File: config.mk
export PLATFORM = sky130hd
export DESIGN_NAME = irq_arb_top
export DESIGN_NICKNAME = d
export VERILOG_FILES = /design/src/rtl/irq_arb_pkg.sv /design/src/rtl/irq_prio_max.sv /design/src/rtl/irq_low_select.sv /design/src/rtl/irq_handover_fsm.sv /design/src/rtl/irq_arb_top.sv
export SDC_FILE = /design/constraint.sdc
export NUM_CORES = 1
export LEC_CHECK = 0
export BUFFER_PORTS_ARGS = -buffer_cell sky130_fd_sc_hd__buf_2
export CORE_MARGIN = 4
export CORE_UTILIZATION = 65
export DETAILED_ROUTE_END_ITERATION = 7
export PLACE_DENSITY = 0.95
export SLEW_MARGIN = 15
export SYNTH_ARGS = -nofsm -noshare
export SYNTH_HDL_FRONTEND = slang
export SYNTH_SLANG_ARGS = --single-unit
File: constraint.sdc
create_clock -name clk -period 2.33 [get_ports clk]
set_input_delay 0.699 -clock clk [delete_from_list [all_inputs] [get_ports clk]]
set_output_delay 0.699 -clock clk [all_outputs]
set_load 0.05 [all_outputs]
File: src/rtl/irq_arb_pkg.sv
package irq_arb_pkg;

    localparam int PRIO_W = 4;
    localparam int VEC_W  = 9;

    typedef logic [PRIO_W-1:0] prio_t;
    typedef logic [VEC_W-1:0]  vec_t;

    // Handover state machine: QUIET = no request to the processor,
    // RAISED = request to the processor is up.
    typedef enum logic [0:0] {
        ST_QUIET  = 1'b0,
        ST_RAISED = 1'b1
    } hand_state_e;

    // Result of one arbitration round.
    typedef struct packed {
        logic  found;
        prio_t prio;
        vec_t  vec;
    } win_t;

endpackage

File: src/rtl/irq_prio_max.sv
// Finds the largest priority among asserted request lines.
module irq_prio_max
    import irq_arb_pkg::*;
#(
    parameter int NSRC = 64
) (
    input  logic [NSRC-1:0]        req_i,
    input  logic [NSRC*PRIO_W-1:0] prio_i,
    output prio_t                  max_prio_o,
    output logic                   any_o
);

    logic [NSRC-1:0][PRIO_W-1:0] masked;

    // Deasserted lines contribute nothing, whatever their programmed level.
    genvar g;
    generate
        for (g = 0; g < NSRC; g++) begin : g_mask
            assign masked[g] = req_i[g] ? prio_i[g*PRIO_W +: PRIO_W] : '0;
        end
    endgenerate

    always_comb begin
        max_prio_o = '0;
        for (int i = 0; i < NSRC; i++) begin
            if (masked[i] > max_prio_o) begin
                max_prio_o = masked[i];
            end
        end
    end

    assign any_o = |req_i;

endmodule

File: src/rtl/irq_low_select.sv
// Among lines asserted at the winning priority, picks the lowest index
// and encodes it as the vector.
module irq_low_select
    import irq_arb_pkg::*;
#(
    parameter int NSRC = 64
) (
    input  logic [NSRC-1:0]        req_i,
    input  logic [NSRC*PRIO_W-1:0] prio_i,
    input  prio_t                  max_prio_i,
    output vec_t                   vec_o,
    output logic                   found_o
);

    logic [NSRC-1:0] hit;

    genvar g;
    generate
        for (g = 0; g < NSRC; g++) begin : g_hit
            assign hit[g] = req_i[g] && (prio_i[g*PRIO_W +: PRIO_W] == max_prio_i);
        end
    endgenerate

    // Walk from the top index down so the lowest matching index wins.
    always_comb begin
        vec_o = '0;
        for (int i = NSRC - 1; i >= 0; i--) begin
            if (hit[i]) begin
                vec_o = vec_t'(i);
            end
        end
    end

    assign found_o = |hit;

endmodule

File: src/rtl/irq_handover_fsm.sv
// Tracks the processor request and captures the winner on acknowledge.
module irq_handover_fsm
    import irq_arb_pkg::*;
(
    input  logic  clk,
    input  logic  rst_n,
    input  logic  preempt_i,
    input  logic  ack_i,
    input  win_t  win_i,
    output logic  cpu_irq_o,
    output vec_t  ack_vec_o,
    output prio_t ack_prio_o
);

    hand_state_e state_q, state_d;
    logic        handover;

    // Next state: preempt (QUIET->RAISED), settle (RAISED->QUIET).
    always_comb begin
        state_d = state_q;
        unique case (state_q)
            ST_QUIET:  if (preempt_i)  state_d = ST_RAISED;
            ST_RAISED: if (!preempt_i) state_d = ST_QUIET;
            default:   state_d = ST_QUIET;
        endcase
    end

    // State register.
    always_ff @(posedge clk or negedge rst_n) begin
        if (!rst_n) begin
            state_q <= ST_QUIET;
        end else begin
            state_q <= state_d;
        end
    end

    // Handover only counts while the request is visibly raised.
    always_comb begin
        handover = 1'b0;
        unique case (state_q)
            ST_QUIET:  handover = 1'b0;
            ST_RAISED: handover = ack_i;
            default:   handover = 1'b0;
        endcase
    end

    // Output capture registers.
    always_ff @(posedge clk or negedge rst_n) begin
        if (!rst_n) begin
            ack_vec_o  <= '0;
            ack_prio_o <= '0;
        end else if (handover) begin
            ack_vec_o  <= win_i.vec;
            ack_prio_o <= win_i.prio;
        end
    end

    assign cpu_irq_o = (state_q == ST_RAISED);

endmodule

File: src/rtl/irq_arb_top.sv
module irq_arb_top
    import irq_arb_pkg::*;
#(
    parameter int NSRC = 64
) (
    input  logic                   clk,
    input  logic                   rst_n,
    input  logic [NSRC-1:0]        req_i,
    input  logic [NSRC*PRIO_W-1:0] prio_i,
    input  logic [PRIO_W-1:0]      cur_prio_i,
    input  logic                   ack_i,
    output logic                   cpu_irq_o,
    output logic [VEC_W-1:0]       ack_vec_o,
    output logic [PRIO_W-1:0]      ack_prio_o
);

    localparam int MAX_SRC = 1 << VEC_W;

    prio_t max_prio;
    logic  any_req;
    vec_t  sel_vec;
    logic  sel_found;
    win_t  win;
    logic  preempt;

    generate
        if (NSRC > MAX_SRC || NSRC < 1) begin : g_bad_cfg
            initial $error("irq_arb_top: NSRC out of range for vector width");
        end
    endgenerate

    irq_prio_max #(.NSRC(NSRC)) u_max (
        .req_i      (req_i),
        .prio_i     (prio_i),
        .max_prio_o (max_prio),
        .any_o      (any_req)
    );

    irq_low_select #(.NSRC(NSRC)) u_sel (
        .req_i      (req_i),
        .prio_i     (prio_i),
        .max_prio_i (max_prio),
        .vec_o      (sel_vec),
        .found_o    (sel_found)
    );

    assign win.found = any_req && sel_found;
    assign win.prio  = max_prio;
    assign win.vec   = sel_vec;

    // Strict compare: level 0 can never exceed any current priority.
    assign preempt = win.found && (win.prio > cur_prio_i);

    irq_handover_fsm u_fsm (
        .clk        (clk),
        .rst_n      (rst_n),
        .preempt_i  (preempt),
        .ack_i      (ack_i),
        .win_i      (win),
        .cpu_irq_o  (cpu_irq_o),
        .ack_vec_o  (ack_vec_o),
        .ack_prio_o (ack_prio_o)
    );

endmodule

==> results.rst, run 1 <==
.. list-table::
   :header-rows: 1

   * - Metric
     - Value
   * - Die boundary height
     - 186 µm
   * - Synthesized area
     - 0.0207 mm²
   * - Total of warnings raised by yosys
     - 0
   * - Synth Flop Type
     - dfrtp_1
   * - Post-synthesis cell count
     - 3061
   * - Number of different library cells in the post-synthesis netlist
     - 166
   * - Weighted congestion at the end of routability-driven global placement
     - 1.17
   * - Syn Area/Cell
     - 6.76 µm²
   * - Initial Util
     - 65.7%
   * - Proportion of register bits with asynchronous set or reset after synthesis
     - 100%
   * - Register bit count reported by yosys
     - 11
   * - Proportion of synthesized chip area in sequential cells
     - 1.33%
   * - Number of top-level design ports
     - 341
   * - Error message
     - [ERROR DPL-0038] Utilization greater than 100%, impossible to legalize
   * - Number of buffers inserted by port buffering
     - 337
   * - Cell row count
     - 65
   * - Failing step
     - detailed placement
   * - Number of enable-type register cells in the synthesized netlist
     - 0
   * - Horizontal extent of the die
     - 186 µm
   * - Run status
     - stopped before the end
==> kinds of logic after synthesis <==
kind of cell | share of synthesized area (%)
compound gates | 32.5
buf+inv | 6.80
xor+xnor | 12.9
other cells | 0.0181
flops | 1.33
fa+ha+maj | 8.87
mux | 4.86
simple gates | 32.7
==> per-stage QoR <==
stage	setup slack (ns)	hold WS, ns	cells	area (µm²)
2_1_floorplan	-82.44	0.403	3063	22300
3_3_place_gp	-81.55	0.463	5116	34300
==> synth_stat cells (all sizes together), types with 53 or more instances <==
library cell / count / share of area [%]
and2: 121 / 3.7
ha: 133 / 8.0
nand2: 432 / 7.9
inv: 135 / 2.4
o211ai: 53 / 2.0
buf: 87 / 3.8
a21oi: 204 / 5.1
nor2: 246 / 4.5
o21ai: 197 / 4.9
nand3: 159 / 4.0
xnor2: 222 / 9.4
nor3: 115 / 3.3
xor2: 81 / 3.5
==> run 2, diff against run 1 <==
--- a/config.mk
+++ b/config.mk
@@ -7,9 +7,9 @@
 export LEC_CHECK = 0
 export BUFFER_PORTS_ARGS = -buffer_cell sky130_fd_sc_hd__buf_2
 export CORE_MARGIN = 4
-export CORE_UTILIZATION = 65
+export CORE_UTILIZATION = 40
 export DETAILED_ROUTE_END_ITERATION = 7
-export PLACE_DENSITY = 0.95
+export PLACE_DENSITY_LB_ADDON = 0.15
 export SLEW_MARGIN = 15
 export SYNTH_ARGS = -nofsm -noshare
 export SYNTH_HDL_FRONTEND = slang
==> run 2 against run 1 <==
Against the previous run:
- the flow now finishes, with violations (negative setup slack)
- synthesized cell count unchanged
- synthesized area unchanged
==> results.rst, run 2 <==
.. list-table::
   :header-rows: 1

   * - Metric
     - Value
   * - Run status
     - finished with violations
   * - Violations in the final reports
     - negative setup slack
   * - CTS tree
     - done
   * - Syn Area/Cell
     - 6.76 µm²
   * - Most common library cell in the layout ignoring fill and taps
     - buf_4
   * - Number of global-route vias before repair
     - 33300
   * - Skew final
     - 0.00233 ns
   * - Critical path's largest stage delay
     - 0.50 ns
   * - Kind of critical path
     - input pin to flip-flop
   * - Via count
     - 33700
   * - Data required time of the worst path
     - 2.49 ns
   * - Min Clock Period, post-route
     - 88.20 ns
   * - Clock buffer count from CTS
     - 3
   * - Worst-Margin Slew
     - 0.726 ns
   * - Total Nets Final
     - 5615
   * - Final routed wire length divided by cell count
     - 19.4 µm
   * - Max FFs per register
     - 6
   * - Weighted congestion at the end of routability-driven global placement
     - 1.00
   * - Total core area
     - 0.0513 mm²
   * - Least setup slack across all paths after layout
     - -85.87 ns
   * - Leading post-synthesis cells by instance count
     - 430 x nand2_1, 246 x nor2_1, 221 x xnor2_1
   * - Number of violations of the max-capacitance limit
     - 0
   * - Relative max-transition margin
     - 51.2%
   * - Aggregate global-route resource usage
     - 35.2%
   * - Critical Path Sink Type
     - flip-flop
   * - Number of top-level design ports
     - 341
   * - Register bit count reported by yosys
     - 11
   * - Final slew viol count
     - 0
   * - Most repeated cell in the gate-level netlist after synthesis
     - nand2_1
   * - Sort of element at the start of the critical path
     - input pin
   * - Clock Tree Root
     - clkbuf_16
   * - Number of enable-type register cells in the synthesized netlist
     - 0
   * - Synthesis-to-finish area growth
     - 99.4%
   * - Number of DRC violations after detailed-routing iteration 0
     - 2151
   * - Startpoint of the worst-slack reg-to-reg timing path
     - u_fsm.cpu_irq_o
   * - Dominant cells by area after synthesis
     - xnor2_1 9.4%, ha_1 8.0%, nand2_1 7.8%
   * - Routed Antenna Nets
     - 0
   * - Synth Flop Type
     - dfrtp_1
   * - Setup violations, final
     - 11
   * - Cell at the slowest stage of the critical path
     - or4_4
   * - Total of warnings raised by yosys
     - 0
   * - Total die area
     - 0.0554 mm²
   * - First-pass GRT wire length
     - 166 mm
   * - Placement-stage worst setup slack
     - -86.64 ns
   * - Unrepaired setup endpoints after global routing
     - true
   * - Grt total ovfl
     - 0
   * - Synthesized area
     - 0.0207 mm²
   * - End of the worst register-to-register path
     - u_fsm.ack_vec_o[1]
   * - Pre-Repair DR Iteration Count
     - 6
   * - Proportion of synthesized chip area in sequential cells
     - 1.33%
   * - Number of different library cells in the post-synthesis netlist
     - 166
   * - Cell mode on critical path
     - ha_4
   * - Horizontal extent of the die
     - 235 µm
   * - Met3 global-route usage
     - 4.73%
   * - Detailed placement HPWL
     - 83.1 mm
   * - Die boundary height
     - 235 µm
   * - Fillcell total
     - 3469
   * - Total Wirelength
     - 113 mm
   * - Number of hold violations in the final report
     - 0
   * - Proportion of register bits with asynchronous set or reset after synthesis
     - 100%
   * - Fmax
     - 11.3 MHz
   * - Hold buffer count at CTS
     - 0
   * - Largest fanout on the critical path
     - 9
   * - Sink count of the clock tree
     - 11
   * - Number of buffers inserted by port buffering
     - 337
   * - Met2 routing resource usage after global routing
     - 63.9%
   * - Insertion delay of the later-clocked pin in the worst-skew pair
     - 0.24 ns
   * - Number of H-tree branching levels
     - 1
   * - Leading cell types in the layout, fill and taps excluded
     - 1790 x buf_4, 385 x nand2_1, 333 x buf_2
   * - Most congested layer reported by global routing
     - met2
   * - Final worst-path cycle share
     - 3790%
   * - Yosys top cell by area
     - xnor2_1
   * - Path class of the lowest-slack min-delay path
     - input pin to asynchronous set/reset pin
   * - Hold slack final
     - 0.338 ns
   * - Met1 GRT Util
     - 40.9%
   * - Number of antenna violations at the first check in global routing
     - 34
   * - Initial Util
     - 40.3%
   * - Avg Vias per Cell
     - 5.75
   * - Data arrival time of the critical path
     - 88.35 ns
   * - Register name with the most flops
     - u_fsm.ack_vec_o
   * - # DRC
     - 0
   * - R2R setup slack
     - 0.65 ns
   * - Area share of the leading cell type in the synthesized netlist
     - 9.35%
   * - Max Root-Sink Buffers
     - 2
   * - Worst reg2reg path depth
     - 6
   * - Post-synthesis cell count
     - 3061
   * - Maximum number of pins on one net before global-route repair
     - 19
   * - Layout cells sized above 1
     - 58.4%
   * - Cell row count
     - 83
   * - Clock-pin transition on the worst setup and hold timing paths
     - 0.05 ns
   * - Sum of negative setup slack
     - -939.30 ns
[run 2: cell counts after synthesis]
Identical to the previous run, type by type.
[run 2: what timing repair did]
item / CTS / global route
cloned: 4 / 3
resized for setup: 283 / 310
buffers inserted: 251 / 114
hold endpoints to repair: 0 / 0
setup endpoints to repair: 11 / 11
pin swaps: 269 / 317
[run 2: critical path, delay by kind of cell]
family / cells / cell delay (ns)
AOI/OAI and AO/OA: 208 / 33.28
xor gates and xnor gates: 1 / 0.14
adders and majority gates: 69 / 18.93
buffers and inverters: 50 / 6.41
muxes: 44 / 11.36
and+or+nand+nor: 140 / 17.46
[run 2: through the flow]
stage	utilization, %	cell area [µm²]	cells
2_1_floorplan	-	22300	3063
3_3_place_gp	68.7	35200	5467
3_5_place_dp	68.7	35200	5467
4_1_cts	75.5	38700	5725
5_1_grt	80.4	41200	5847
6_report	80.4	41300	5857
[run 2: final cells by class]
cell class	count	area (µm²)	area share, %
clock buffers	3	75.1	0.182
flip-flops and latches	11	275	0.667
repair buffers	2190	16200	39.3
diodes	23	57.6	0.139
well taps	680	851	2.06
multi-input cells	2814	23300	56.4
inverters	135	514	1.25
clock inverters	1	5.00	0.0121
[run 2: how the worst max path moves through the flow]
stage | start | to | slack [ns] | cells after the start
finish | prio_i[5] | u_fsm.ack_vec_o[1] | -85.87 | 512
global route | prio_i[5] | u_fsm.ack_vec_o[1] | -89.92 | 519
CTS | req_i[1] | u_fsm.ack_vec_o[2] | -83.42 | 507
detailed placement | req_i[1] | u_fsm.ack_vec_o[2] | -86.64 | 509
global placement | req_i[1] | u_fsm.ack_vec_o[0] | -83.32 | 493
floorplan | req_i[1] | u_fsm.ack_vec_o[5] | -82.44 | 507
[run 2: logic make-up after synthesis]
| kind of cell | share of synthesized area [%] |
|---|---|
| buffers and inverters | 6.80 |
| XOR/XNOR | 12.9 |
| adder cells (fa/ha/maj) | 8.87 |
| multiplexers | 4.86 |
| flip-flops | 1.33 |
| AND/OR/NAND/NOR | 32.7 |
| other | 0.0181 |
| AO/OA/AOI/OAI | 32.5 |
[run 2: layer usage]
metal  wire [µm]  up-vias  share of wire, %
met3        7760      532               6.8
met5         154        -              0.14
met4        7130       24               6.3
li1            -    15600                 -
met1       43300    16000                38
met2       55100     1544                49
Power of run 2 is not shown: default switching activity piles up to over one toggle a cycle in this logic, so the estimate is an artifact.
